===== config.mk =====
export PLATFORM = sky130hd
export DESIGN_NAME = simd_sat_adder
export DESIGN_NICKNAME = d
export VERILOG_FILES = /design/src/rtl/simd_add_pkg.sv /design/src/rtl/simd_seg_chain.sv /design/src/rtl/simd_lane_clip.sv /design/src/rtl/simd_flag_pack.sv /design/src/rtl/simd_sat_adder.sv
export SDC_FILE = /design/constraint.sdc
export NUM_CORES = 1
export LEC_CHECK = 0
export ABC_CLOCK_PERIOD_IN_PS = 800
export BUFFER_PORTS_ARGS = -buffer_cell sky130_fd_sc_hd__buf_2
export CAP_MARGIN = 20
export CORE_MARGIN = 2
export CORE_UTILIZATION = 50
export CTS_CLUSTER_DIAMETER = 80
export DETAILED_ROUTE_END_ITERATION = 10
export PLACE_DENSITY = 0.79
export SYNTH_ARGS = -nofsm -noshare
export SYNTH_HDL_FRONTEND = slang
export SYNTH_HIERARCHICAL = 1
export SYNTH_SLANG_ARGS = --single-unit

===== constraint.sdc =====
create_clock -name clk -period 0.8 [get_ports clk]
set_clock_uncertainty 0.15 [all_clocks]
set_input_delay 0.16 -clock clk [delete_from_list [all_inputs] [get_ports clk]]
set_output_delay 0.16 -clock clk [all_outputs]
set_load 0.01 [all_outputs]

===== src/rtl/simd_add_pkg.sv =====
`timescale 1ns/1ps
package simd_add_pkg;
  typedef enum logic [1:0] {
    LW_8  = 2'd0,
    LW_16 = 2'd1,
    LW_32 = 2'd2,
    LW_64 = 2'd3
  } lane_w_e;
endpackage


===== src/rtl/simd_seg_chain.sv =====
`timescale 1ns/1ps
module simd_seg_chain
  import simd_add_pkg::*;
#(
  parameter int SEG_W = 8,
  parameter int N_SEG = 8
) (
  input  logic [N_SEG*SEG_W-1:0] a_i,
  input  logic [N_SEG*SEG_W-1:0] b_i,
  input  lane_w_e                mode_i,
  output logic [N_SEG*SEG_W-1:0] seg_sum_o,
  output logic [N_SEG-1:0]       seg_cout_o,
  output logic [N_SEG-1:0]       seg_sovf_o
);
  localparam int IDX_W = (N_SEG > 1) ? $clog2(N_SEG) : 1;

  logic [IDX_W-1:0] lane_mask;
  logic [N_SEG:0]   carry;
  logic [N_SEG-1:0] cut;

  assign lane_mask = IDX_W'((1 << mode_i) - 1);
  assign carry[0]  = 1'b0;

  for (genvar i = 0; i < N_SEG; i++) begin : g_seg
    logic [SEG_W-1:0] sa, sb, ss;
    logic             cin;
    assign cut[i] = ((IDX_W'(i) & lane_mask) == '0);
    assign cin    = carry[i] & ~cut[i];
    assign sa     = a_i[i*SEG_W +: SEG_W];
    assign sb     = b_i[i*SEG_W +: SEG_W];
    assign {carry[i+1], ss} = {1'b0, sa} + {1'b0, sb} + {{SEG_W{1'b0}}, cin};
    assign seg_sum_o[i*SEG_W +: SEG_W] = ss;
    assign seg_cout_o[i] = carry[i+1];
    assign seg_sovf_o[i] = (sa[SEG_W-1] == sb[SEG_W-1]) && (ss[SEG_W-1] != sa[SEG_W-1]);
  end
endmodule


===== src/rtl/simd_lane_clip.sv =====
`timescale 1ns/1ps
module simd_lane_clip
  import simd_add_pkg::*;
#(
  parameter int SEG_W = 8,
  parameter int N_SEG = 8
) (
  input  logic [N_SEG*SEG_W-1:0] a_i,
  input  logic [N_SEG*SEG_W-1:0] seg_sum_i,
  input  logic [N_SEG-1:0]       seg_cout_i,
  input  logic [N_SEG-1:0]       seg_sovf_i,
  input  lane_w_e                mode_i,
  input  logic                   clip_i,
  input  logic                   sgn_i,
  output logic [N_SEG*SEG_W-1:0] sum_o,
  output logic [N_SEG-1:0]       lane_ovf_o
);
  localparam int IDX_W = (N_SEG > 1) ? $clog2(N_SEG) : 1;
  localparam logic [SEG_W-1:0] ONES = {SEG_W{1'b1}};
  localparam logic [SEG_W-1:0] SMAX = {1'b0, {(SEG_W-1){1'b1}}};
  localparam logic [SEG_W-1:0] SMIN = {1'b1, {(SEG_W-1){1'b0}}};

  logic [IDX_W-1:0] lane_mask;
  assign lane_mask = IDX_W'((1 << mode_i) - 1);

  always_comb begin
    sum_o      = seg_sum_i;
    lane_ovf_o = '0;
    for (int i = 0; i < N_SEG; i++) begin
      logic [IDX_W-1:0] top;
      logic             ovf, neg, is_top;
      top    = IDX_W'(i) | lane_mask;
      is_top = (top == IDX_W'(i));
      ovf    = sgn_i ? seg_sovf_i[top] : seg_cout_i[top];
      neg    = a_i[top*SEG_W + SEG_W - 1];
      lane_ovf_o[i] = ovf;
      if (clip_i && ovf) begin
        if (!sgn_i)   sum_o[i*SEG_W +: SEG_W] = ONES;
        else if (neg) sum_o[i*SEG_W +: SEG_W] = is_top ? SMIN : '0;
        else          sum_o[i*SEG_W +: SEG_W] = is_top ? SMAX : ONES;
      end
    end
  end
endmodule


===== src/rtl/simd_flag_pack.sv =====
`timescale 1ns/1ps
module simd_flag_pack
  import simd_add_pkg::*;
#(
  parameter int N_SEG = 8
) (
  input  logic [N_SEG-1:0] lane_ovf_i,
  input  lane_w_e          mode_i,
  output logic [N_SEG-1:0] flag_o
);
  always_comb begin
    flag_o = '0;
    for (int k = 0; k < N_SEG; k++) begin
      if (k < (N_SEG >> mode_i)) flag_o[k] = lane_ovf_i[k << mode_i];
    end
  end
endmodule


===== src/rtl/simd_sat_adder.sv =====
`timescale 1ns/1ps
module simd_sat_adder
  import simd_add_pkg::*;
#(
  parameter int DATA_W  = 64,
  parameter int SEG_W   = 8,
  parameter bit REG_OUT = 1'b1
) (
  input  logic                      clk,
  input  logic                      rst_n,
  input  logic [DATA_W-1:0]         op_a,
  input  logic [DATA_W-1:0]         op_b,
  input  logic [1:0]                lane_mode,
  input  logic                      clip_en,
  input  logic                      sgn_en,
  output logic [DATA_W-1:0]         sum_o,
  output logic [DATA_W/SEG_W-1:0]   ovf_o
);
  localparam int N_SEG = DATA_W / SEG_W;

  lane_w_e             mode;
  logic [DATA_W-1:0]   seg_sum, sum_c;
  logic [N_SEG-1:0]    seg_cout, seg_sovf, lane_ovf, flag_c;

  assign mode = lane_w_e'(lane_mode);

  simd_seg_chain #(.SEG_W(SEG_W), .N_SEG(N_SEG)) u_chain (
    .a_i(op_a), .b_i(op_b), .mode_i(mode),
    .seg_sum_o(seg_sum), .seg_cout_o(seg_cout), .seg_sovf_o(seg_sovf)
  );

  simd_lane_clip #(.SEG_W(SEG_W), .N_SEG(N_SEG)) u_clip (
    .a_i(op_a), .seg_sum_i(seg_sum), .seg_cout_i(seg_cout), .seg_sovf_i(seg_sovf),
    .mode_i(mode), .clip_i(clip_en), .sgn_i(sgn_en),
    .sum_o(sum_c), .lane_ovf_o(lane_ovf)
  );

  simd_flag_pack #(.N_SEG(N_SEG)) u_flags (
    .lane_ovf_i(lane_ovf), .mode_i(mode), .flag_o(flag_c)
  );

  if (REG_OUT) begin : g_reg
    logic [DATA_W-1:0] sum_d, sum_q;
    logic [N_SEG-1:0]  flag_d, flag_q;
    logic              upd_en;
    always_comb begin
      upd_en = 1'b1;
      sum_d  = sum_c;
      flag_d = flag_c;
    end
    always_ff @(posedge clk or negedge rst_n) begin
      if (!rst_n) begin
        sum_q  <= '0;
        flag_q <= '0;
      end else if (upd_en) begin
        sum_q  <= sum_d;
        flag_q <= flag_d;
      end
    end
    assign sum_o = sum_q;
    assign ovf_o = flag_q;
  end else begin : g_comb
    assign sum_o = sum_c;
    assign ovf_o = flag_c;
  end

  logic [DATA_W:0] full_add;
  assign full_add = {1'b0, op_a} + {1'b0, op_b};

  always_comb begin
    if (rst_n) begin
      AST_LOW_LANE_WRAP: assert (clip_en || sum_c[SEG_W-1:0] == full_add[SEG_W-1:0]);
      AST_UNSIGNED_CLIP: assert (!(clip_en && !sgn_en && flag_c[0]) || sum_c[SEG_W-1:0] == {SEG_W{1'b1}});
      AST_SIGNED_CLIP: assert (!(clip_en && sgn_en && flag_c[0] && mode == LW_8) || sum_c[SEG_W-1:0] == {1'b0, {(SEG_W-1){1'b1}}} || sum_c[SEG_W-1:0] == {1'b1, {(SEG_W-1){1'b0}}});
      AST_SPARE_FLAGS: assert (mode != LW_64 || flag_c[N_SEG-1:1] == '0);
      AST_FULL_CARRY: assert (!(mode == LW_64 && !sgn_en && !clip_en) || (flag_c[0] == full_add[DATA_W] && sum_c == full_add[DATA_W-1:0]));
    end
  end
endmodule


=== Word-level counts from Yosys, hierarchy flattened ===
Index checks and enable logic that the tools add are counted.

* Memories: 0
* Logic and storage cells: 247
* Output and inout bits: 72
* ROM bits: 0
* Register bits after elaboration: 72
* RAM bits: 0
* Input port bits: 134
* Bits in latches: 0

* $lt $le $gt $ge: 30
* Equal/unequal tests: 16
* Muxes and demuxes: 120
* Multipliers: 0
* Bitwise gates (word level): 14
* Divide/modulo/power cells: 0
* Add/subtract/negate cells: 30
* Shift operators: 9
* Reduce and logical (&&, ||, !) cells: 26

{| class="wikitable"
|+ Operator list
! operator !! number
|-
| $mux W8 || 38
|-
| $lt A32 B5 Y1 const B || 8
|-
| $lt A32 B7 Y1 const B || 7
|-
| $sub A32 B1 Y32 const B || 7
|-
| $lt A4 B32 Y1 const A || 4
|-
| $shl A3 B2 Y32 const A || 4
|-
| $add A8 B8 Y9 || 8
|-
| $lt A3 B32 Y1 const A || 2
|-
| $shl A1 B2 Y32 const A || 2
|-
| $shl A2 B2 Y32 const A || 2
|-
| $add A9 B1 Y9 || 7
|-
| $mux W1 || 59
|-
| $add A6 B4 Y7 const B || 7
|-
| $bmux W1 S6 || 7
|-
| $lt A1 B32 Y1 const A || 1
|-
| $lt A2 B32 Y1 const A || 1
|-
| $shr A4 B2 Y32 const A || 1
|-
| $bmux W1 S3 || 10
|-
| $lt A3 B4 Y1 const B || 7
|-
| $logic_not A3 Y1 || 7
|-
| $logic_and A1 B1 Y1 || 16
|-
| $bmux W1 S2 || 6
|-
| $eq A1 B1 Y1 || 8
|-
| $ne A1 B1 Y1 || 8
|-
| other kinds (4) || 18
|}

=== Longest topological paths before layout ===
Gate-level depths: netlist (run 1).

* Depth after elaboration: 27
* Mapped depth: 62
* Mapped depth without buffers: 62

=== Cells and area by module ===
Netlist (run 1), hierarchy kept.

{| class="wikitable"
|+ Modules (own cells, without submodules)
! module !! instances !! area an instance (sq um) !! cells an instance !! sequential area each (sq um)
|-
| simd_seg_chain || 1 || 2808.9 || 377 || 0.0
|-
| simd_sat_adder || 1 || 1801.7 || 72 || 1801.7
|-
| simd_lane_clip || 1 || 1338.8 || 193 || 0.0
|-
| simd_flag_pack || 1 || 407.9 || 47 || 0.0
|}

=== Worst setup path after synthesis (run 1) ===
No wires, ideal clock.

* Path kind: input to register
* From: input port op_a[0]
* To: register g_reg.flag_q[7] (netlist: ovf_o[7])
* Data arrival time: 12.936 ns
* Stages: 61
* Required time: 0.529 ns
* Library setup time: 0.121 ns
* Path buffers: 0
* Slack: -12.407 ns
* Path through: ha_1 -> fa_1 -> a211o_1 -> o211ai_1 -> a21oi_1 -> o21ai_0 -> a2bb2o_1 -> fa_1 -> fa_1 -> nor2b_4 -> o31a_1 -> o31a_1 -> o21a_1 -> o21ai_0 -> fa_1 -> fa_1 -> nor2b_1 -> o31a_1 -> (+25 left out) -> fa_1 -> a211oi_1 -> nor2_1 -> o31a_1 -> o21ai_0 -> a2bb2o_1 -> fa_1 -> nor2b_1 -> o2111a_1 -> nor4_1 -> o21bai_1 -> mux2_2 -> mux2_2 -> and2_1 -> or3_1 -> mux4_2 -> nand3_1 -> o21ai_1

* Elaborated cells on any way between the ends: 71
* Those cells by class: add/sub: 8; eq/ne: 8; mux: 40; bitwise: 7; reduce/logical: 8

{| class="wikitable"
|+ RTL lines
! element !! RTL line !! text
|-
| start: declaration || simd_sat_adder.sv:11 || <nowiki>input logic [DATA_W-1:0] op_a,</nowiki>
|-
| $add A8 B8 Y9 || simd_seg_chain.sv:31 || <nowiki>assign {carry[i+1], ss} = {1'b0, sa} + {1'b0, sb} + {{SEG_W{1'b0}}, cin};</nowiki>
|-
| $and A1 B1 Y1 || simd_seg_chain.sv:28 || <nowiki>assign cin = carry[i] & ~cut[i];</nowiki>
|-
| $add A9 B1 Y9 || simd_seg_chain.sv:31 ||
|-
| $and A1 B1 Y1 || simd_seg_chain.sv:28 ||
|-
| $add A9 B1 Y9 || simd_seg_chain.sv:31 ||
|-
| $and A1 B1 Y1 || simd_seg_chain.sv:28 ||
|-
| $add A9 B1 Y9 || simd_seg_chain.sv:31 ||
|-
| $and A1 B1 Y1 || simd_seg_chain.sv:28 ||
|-
| (+8 left out) || n/a ||
|-
| $logic_and A1 B1 Y1 || simd_seg_chain.sv:34 || <nowiki>assign seg_sovf_o[i] = (sa[SEG_W-1] == sb[SEG_W-1]) && (ss[SEG_W-1] != sa[SEG_W-1]);</nowiki>
|-
| named net seg_sovf[7] || simd_sat_adder.sv:23 || <nowiki>logic [N_SEG-1:0] seg_cout, seg_sovf, lane_ovf, flag_c;</nowiki>
|-
| $mux W1 || simd_lane_clip.sv:34 || <nowiki>ovf = sgn_i ? seg_sovf_i[top] : seg_cout_i[top];</nowiki>
|-
| named net lane_ovf[7] || simd_sat_adder.sv:23 ||
|-
| $bmux W1 S3 || simd_flag_pack.sv:14 || <nowiki>if (k < (N_SEG >> mode_i)) flag_o[k] = lane_ovf_i[k << mode_i];</nowiki>
|-
| $mux W1 (implied by the code) (2 in series) || simd_flag_pack.sv:14 ||
|-
| $mux W1 || simd_flag_pack.sv:14 ||
|-
| named net flag_c[7] || simd_sat_adder.sv:23 ||
|-
| end signal: assignment || simd_sat_adder.sv:57 || <nowiki>flag_q <= flag_d;</nowiki>
|-
| end: declaration || simd_sat_adder.sv:44 || <nowiki>logic [N_SEG-1:0] flag_d, flag_q;</nowiki>
|}

The timed path passes the listed nets, and every way through them passes these cells. The select of a mux whose other input is x is not followed.

=== Worst setup path after layout (run 1) ===
* From: input port op_a[0]
* To: register g_reg.flag_q[3] (netlist: ovf_o[3])

The elaborated chain is that of the path after synthesis.

==> results of run 1 <==
## area by class of cell
type                            instances  area share
Sequential cell                        72       0.179
Timing Repair Buffer                  421       0.281
Tap cell                              172      0.0214
Multi-Input combinational cell        521       0.460
Clock buffer                            9      0.0224
Clock inverter                          6     0.00609
Inverter                               80      0.0298
## routing by layer
metal  part of all wire  track usage  routed length [um]  vias up
li1                   -            -                   -     3255
met1               0.39        0.348                8510     3307
met2               0.51        0.516               11100      320
met3              0.058       0.0535                1260       66
met4              0.037        0.121                 808        0
met5                  0            0                   0        -
## where the power goes
part | internal, mW | switching, mW
clock | 2.38 | 1.59
combinational | 4.30 | 3.92
sequential | 4.43 | 0.280
## layout by cell type, fill, tap and decap left out, drive strengths merged, types with 25 or more instances in the layout
cell type / instances
buf: 420
inv: 80
dfrtp: 72
ha: 64
nor2: 60
a21oi: 50
o21ai: 46
o21a: 39
nand2: 37
xnor2: 25
## Yosys cell counts, drive strengths merged (15+ instances only)
| cell type | instances | share of area |
|---|---|---|
| a21oi | 50 | 0.040 |
| nor2b | 20 | 0.022 |
| inv | 80 | 0.047 |
| nor2 | 60 | 0.035 |
| xnor2 | 25 | 0.034 |
| mux2i | 20 | 0.031 |
| o31a | 15 | 0.021 |
| a21o | 22 | 0.026 |
| ha | 64 | 0.13 |
| dfrtp | 72 | 0.28 |
| o21a | 39 | 0.046 |
| fa | 15 | 0.047 |
| nand2 | 37 | 0.022 |
| o21ai | 46 | 0.036 |
## sequential cells by signal, indices dropped and copies added, names as in the netlist
signal / cells
sum_o: 64
ovf_o: 8
## what timing repair did
action                                  4_1_cts  5_1_grt
resized for setup                            38       53
cloned                                        0        0
pin swaps                                    34       13
hold endpoints to repair                     72        0
buffers inserted                             19       18
endpoints found under the setup margin      144      144
hold buffers                                  1        0
## cells by family (layout without fill, tap and decap cells)
kind of cell | after synthesis | after routing | synth area share
compound gates | 218 | 218 | 0.243
simple gates | 148 | 148 | 0.110
buf+inv | 96 | 516 | 0.0618
fa+ha+maj | 79 | 79 | 0.173
flops | 72 | 72 | 0.283
mux | 40 | 40 | 0.0787
xor+xnor | 36 | 36 | 0.0496
## final timing paths
kind / slack, ns / depth (start not counted) / to
min: 0.04 / 4 / sum_o[0]
min in group asynchronous: 0.17 / 3 / sum_o[61]
max: -12.12 / 62 / ovf_o[3]
max in group asynchronous: 0.10 / 3 / sum_o[10]
==> summary.md, run 1 <==
| Metric | Value |
|---|---|
| Violations in the final reports | `setup timing` |
| Startpoint Class | `input port` |
| CP bufs+invs | `1` |
| Fin cells | `1,281` |
| Setup tns final | `-876.09 ns` |
| Leakage | `5.16 nW` |
| Ys flop type | `dfrtp_1` |
| Max cap viols | `0` |
| Total area of sequential cells | `0.00180 mm^2` |
| PwrDens | `1680 mW/mm^2` |
| Outcome | `finished, violations left` |
| Crit end category | `flip-flop` |
| CTS tree | `built` |
| Hold Vio Cnt, Final | `0` |
| Longest Clk Path Bufs | `2` |
| Max Slew Vio Count | `0` |
| First-pass GRT wire length | `30,900 um` |
| Syn Area/Cell | `9.23 um^2` |
| Final Net Count | `1,318` |
| Clock sinks | `72` |
| HP Class | `in2reg` |
| CP dominant cell by count | `fa_2` |
| Seq/Total Area, Yosys | `0.283` |
| Number of fillers in the final layout | `807` |
| Vias in the first global route | `6,711` |
| Rows | `41` |
| Dpl cells | `1,228` |
| Routability cong. | `0.898` |
| RSZ-0062 raised after global routing | `yes` |
| Root Buffer Master | `clkbuf_16` |
| Drt wl/cell | `16.9 um` |
| Footprint of the multi-input gates | `0.00463 mm^2` |
| Starting density of the core | `0.508` |
| Post-route cell area | `0.0101 mm^2` |
| Fraction of registers with async set/reset | `1.00` |
| Worst endpoint required time | `0.87 ns` |
| Core Area | `0.0125 mm^2` |
| Grt total ovfl | `0` |
| Detail Route Antenna Nets | `0` |
| Port Buf Inserts | `205` |
| Peak supply drop | `0.00112 V` |
| Diode count | `0` |
| Slowest CP cell | `mux4_2` |
| Clock-pin slew on the worst setup and hold paths | `0.06 ns` |
| Max FO, Critical Path | `3` |
| # IOs | `206` |
| Setup violators final | `144` |
| DRC errors left | `0` |
| WL final | `21,700 um` |
| Routed vias | `6,948` |
| Ratio of cells with drive above 1 in the final layout | `0.500` |
| Final period util | `16.1` |
| Placement Setup Slack | `-12.68 ns` |
| Via-per-instance ratio | `5.42` |
| Final HPWL from detailed placement | `15,000 um` |
| Synthesized area | `0.00636 mm^2` |
| Initial drt markers | `549` |
| Final cell utilization of the core | `0.804` |
| Die Ht | `117 um` |
| Largest net degree at the start of global routing | `42` |
| H-Tree Level Count | `3` |
| Yosys Warn Count | `6` |
| GR Util All Layers | `0.291` |
| Layout area overhead | `58.4%` |
| Crit path max-delay family | `compound AO/OA/AOI/OAI gates` |
| Fmax | `77.4 MHz` |
| Final total power | `16.9 mW` |
| Initial antenna violation count | `0` |
| Worst Max-Slew Pin Slew | `0.483 ns` |
| Unique cell type count in the Yosys netlist | `62` |
| Min Tclk post-route | `12.92 ns` |
| First-pass DRT Iterations | `5` |
| Relative max-transition margin | `0.678` |
| WP data arrival | `12.99 ns` |
| Num CTS Buffers | `9` |
| Yosys reg bits | `72` |
| HP Start | `op_b[0]` |
| Mapped Nets | `902` |
| Worst Setup SP | `op_a[0]` |
| DP Area | `0.00908 mm^2` |
| Total die area | `0.0136 mm^2` |
| WS Path Type | `in2reg` |
| PnR worst setup slack | `-12.12 ns` |
| Post-synthesis cell count | `689` |
| Die W | `117 um` |
| Crit-path max cell delay | `0.53 ns` |
| Post-synth EDFFs | `0` |
| WHS | `0.0415 ns` |
Power figures use the tool's default switching activity.
==> run 2: changes to the inputs <==
Settings changed: ABC_AREA set to 1.
==> run 2 against run 1 <==
Against the previous run: the run ends with hold timing, setup timing left; sequential share of layout area shrank 0.39 points; setup slack gained 2.8 ns; worst hold slack lost 0.065 ns; combinational power shrank 2.6%; clock power grew 1%; area after synthesis grew 2.4%; via count grew 12%; first-iteration DRC count grew 28%; highest routed layer unchanged.
==> summary.md, run 2 <==
| Metric | Value |
|---|---|
| PnR worst setup slack | `-9.35 ns (+2.77 ns)` |
| Routed vias | `7,776 (+12%)` |
| Placement Setup Slack | `-9.80 ns (+2.87 ns)` |
| Worst endpoint required time | `0.91 ns (+0.04 ns)` |
| Port Buf Inserts | `205 (unchanged)` |
| Crit end category | `flip-flop` |
| Peak supply drop | `0.00114 V (+1.4%)` |
| Yosys Warn Count | `6 (unchanged)` |
| Leakage | `5.88 nW (+14%)` |
| Clock-pin slew on the worst setup and hold paths | `0.06 ns (about the same)` |
| Drt wl/cell | `13.9 um (-18%)` |
| Max FFs per register | `64 (unchanged)` |
| Synthesized area | `0.00651 mm^2 (+2.4%)` |
| Fin cells | `1,519 (+19%)` |
| Hold Vio Cnt, Final | `1 (+1)` |
| Slowest CP cell | `fa_2` |
| Relative max-transition margin | `0.668 (-0.0100)` |
| Root Buffer Master | `clkbuf_16` |
| Core Area | `0.0127 mm^2 (+1.2%)` |
| Initial drt markers | `701 (+28%)` |
| Final total power | `16.7 mW (-1.3%)` |
| CP dominant cell by count | `fa_2` |
| Initial antenna violation count | `0 (unchanged)` |
| HP Class | `in2reg` |
| Detail Route Antenna Nets | `0 (unchanged)` |
| Final period util | `12.7 (-3.46)` |
| Commonest non-fill, non-tap cell in the layout | `nand2_1` |
| First-pass DRT Iterations | `6 (+1)` |
| CTS tree | `built` |
| Max FO, Critical Path | `3 (unchanged)` |
| Largest net degree at the start of global routing | `35 (-17%)` |
| Diode count | `0 (unchanged)` |
| Final Net Count | `1,556 (+18%)` |
| Ratio of cells with drive above 1 in the final layout | `0.422 (-0.0771)` |
| Worst Max-Slew Pin Slew | `0.498 ns (+0.0150 ns)` |
| WHS | `-0.0232 ns (-0.0646 ns)` |
| Seq/Total Area, Yosys | `0.277 (-0.00659)` |
| Starting density of the core | `0.514 (+0.00578)` |
| Mapped Nets | `1,147 (+27%)` |
| Via-per-instance ratio | `5.12 (-5.6%)` |
| Violations in the final reports | `hold timing, setup timing` |
| Top post-synthesis cells by area | `dfrtp_1 28%, nand2_1 19%, ha_1 12%` |
| RSZ-0062 raised after global routing | `yes` |
| Outcome | `finished, violations left` |
| PwrDens | `1620 mW/mm^2 (-3.5%)` |
| GR Util All Layers | `0.284 (-0.00772)` |
| Fraction of registers with async set/reset | `1.00 (unchanged)` |
| Routability cong. | `0.936 (+4.2%)` |
| Layout area overhead | `58.2%` |
| Crit path max-delay family | `adder cells` |
| Syn Area/Cell | `6.97 um^2 (-24%)` |
| Startpoint Class | `input port` |
| First-pass GRT wire length | `32,600 um (+5.4%)` |
| Crit-path max cell delay | `0.38 ns (-0.15 ns)` |
| CP bufs+invs | `7 (+6)` |
| Post-synthesis cell count | `934 (+36%)` |
| Dpl cells | `1,484 (+21%)` |
| Max Slew Vio Count | `0 (unchanged)` |
| Rows | `41 (unchanged)` |
| Grt total ovfl | `0 (unchanged)` |
| Setup violators final | `144 (unchanged)` |
| Unique cell type count in the Yosys netlist | `40 (-35%)` |
| Commonest non-fill, non-tap cells in the layout | `275 x nand2_1, 193 x buf_2, 184 x buf_4` |
| Min Tclk post-route | `10.15 ns (-2.77 ns)` |
| Most numerous cell in the Yosys netlist | `nand2_1` |
| Max cap viols | `0 (unchanged)` |
| # IOs | `206 (unchanged)` |
| Final HPWL from detailed placement | `15,800 um (+4.9%)` |
| Fmax | `98.5 MHz (+27%)` |
| Post-synth top area share | `0.277 (-0.00659)` |
| Yosys reg bits | `72 (unchanged)` |
| Ys flop type | `dfrtp_1` |
| WL final | `21,100 um (-2.7%)` |
| H-Tree Level Count | `3 (unchanged)` |
| Post-synth EDFFs | `0 (unchanged)` |
| Largest area contributor in the netlist | `dfrtp_1` |
| Longest Clk Path Bufs | `2 (unchanged)` |
| WP data arrival | `10.26 ns (-2.73 ns)` |
| Num CTS Buffers | `9 (unchanged)` |
| Total die area | `0.0139 mm^2 (+2.3%)` |
| WS Path Type | `in2reg` |
| Die W | `118 um (+1.1%)` |
| Commonest cells post-synth | `324 x nand2_1, 133 x inv_1, 72 x dfrtp_1, 70 x nor2_1, 64 x ha_1` |
| Die Ht | `118 um (+1.1%)` |
| Clock sinks | `72 (unchanged)` |
| Vias in the first global route | `7,395 (+10%)` |
| DRC errors left | `0 (unchanged)` |
run 2: changes by cell type after synthesis, moves of 12 or more:
cell and delta:
inv_1 +53, nor2b_1 -18, mux2i_1 -20, nand4_1 +13
o31a_1 -15, a21o_1 -22, xnor2_1 -12, o21a_1 -37
nand2_1 +287, nand3_1 +47, or2_1 +13
run 2: final timing paths:
check                      slack [ns]   endpoint     from  cells past startpoint
setup / recovery                -9.35   ovf_o[5]  op_a[7]                     68
hold / removal                  -0.02   sum_o[0]  op_b[0]                      4
max in group asynchronous        0.04   sum_o[1]    rst_n                      3
min in group asynchronous        0.08  sum_o[53]    rst_n                      2
run 2: kinds of logic after synthesis:
group                    share of synthesized area
XOR/XNOR                                    0.0458
flip-flops                                   0.277
AO/OA/AOI/OAI                               0.0917
AND/OR/NAND/NOR                              0.329
adder cells (fa/ha/maj)                      0.169
buffers and inverters                       0.0880
run 2: routing by layer:
layer	share of wire	GRT usage	wire length (um)	vias up
li1	-	-	-	3777
met1	0.39	0.340	8300	3580
met2	0.51	0.502	10800	357
met3	0.069	0.0484	1460	62
met4	0.027	0.113	566	0
met5	0	0	0	-
run 2: what timing repair did:
item                       4_1_cts  5_1_grt
setup endpoints to repair      144      209
gates cloned                     0        3
hold endpoints to repair        73        0
gates resized for setup         41       69
hold buffers                     1        0
pin swaps                       21       19
setup buffers                    6       11
run 2: cell type report:
cell class | count | area (um^2)
flip-flops and latches | 72 | 1800
multi-input cells | 717 | 4720
repair buffers | 404 | 2740
fillers | 801 | 2380
well taps | 172 | 215
inverters | 139 | 529
clock inverters | 5 | 58.8
clock buffers | 10 | 229
run 2: power by group:
group | internal (mW) | total, mW | switching, mW
logic | 3.74 | 8.01 | 4.28
clock network | 2.40 | 4.01 | 1.61
registers | 4.41 | 4.66 | 0.244
run 2: per-stage QoR:
| stage | TNS [ns] | utilization | hold WS, ns | instance area (um^2) |
|---|---|---|---|---|
| global placement | -669.93 | 0.740 | -0.148 | 9370 |
| global route | -722.22 | 0.812 | 0.0210 | 10300 |
| floorplan | -624.73 | - | -0.286 | 6760 |
| finish | -684.36 | 0.812 | -0.0232 | 10300 |
| detailed placement | -697.47 | 0.740 | -0.149 | 9370 |
| CTS | -676.57 | 0.781 | -0.0281 | 9890 |
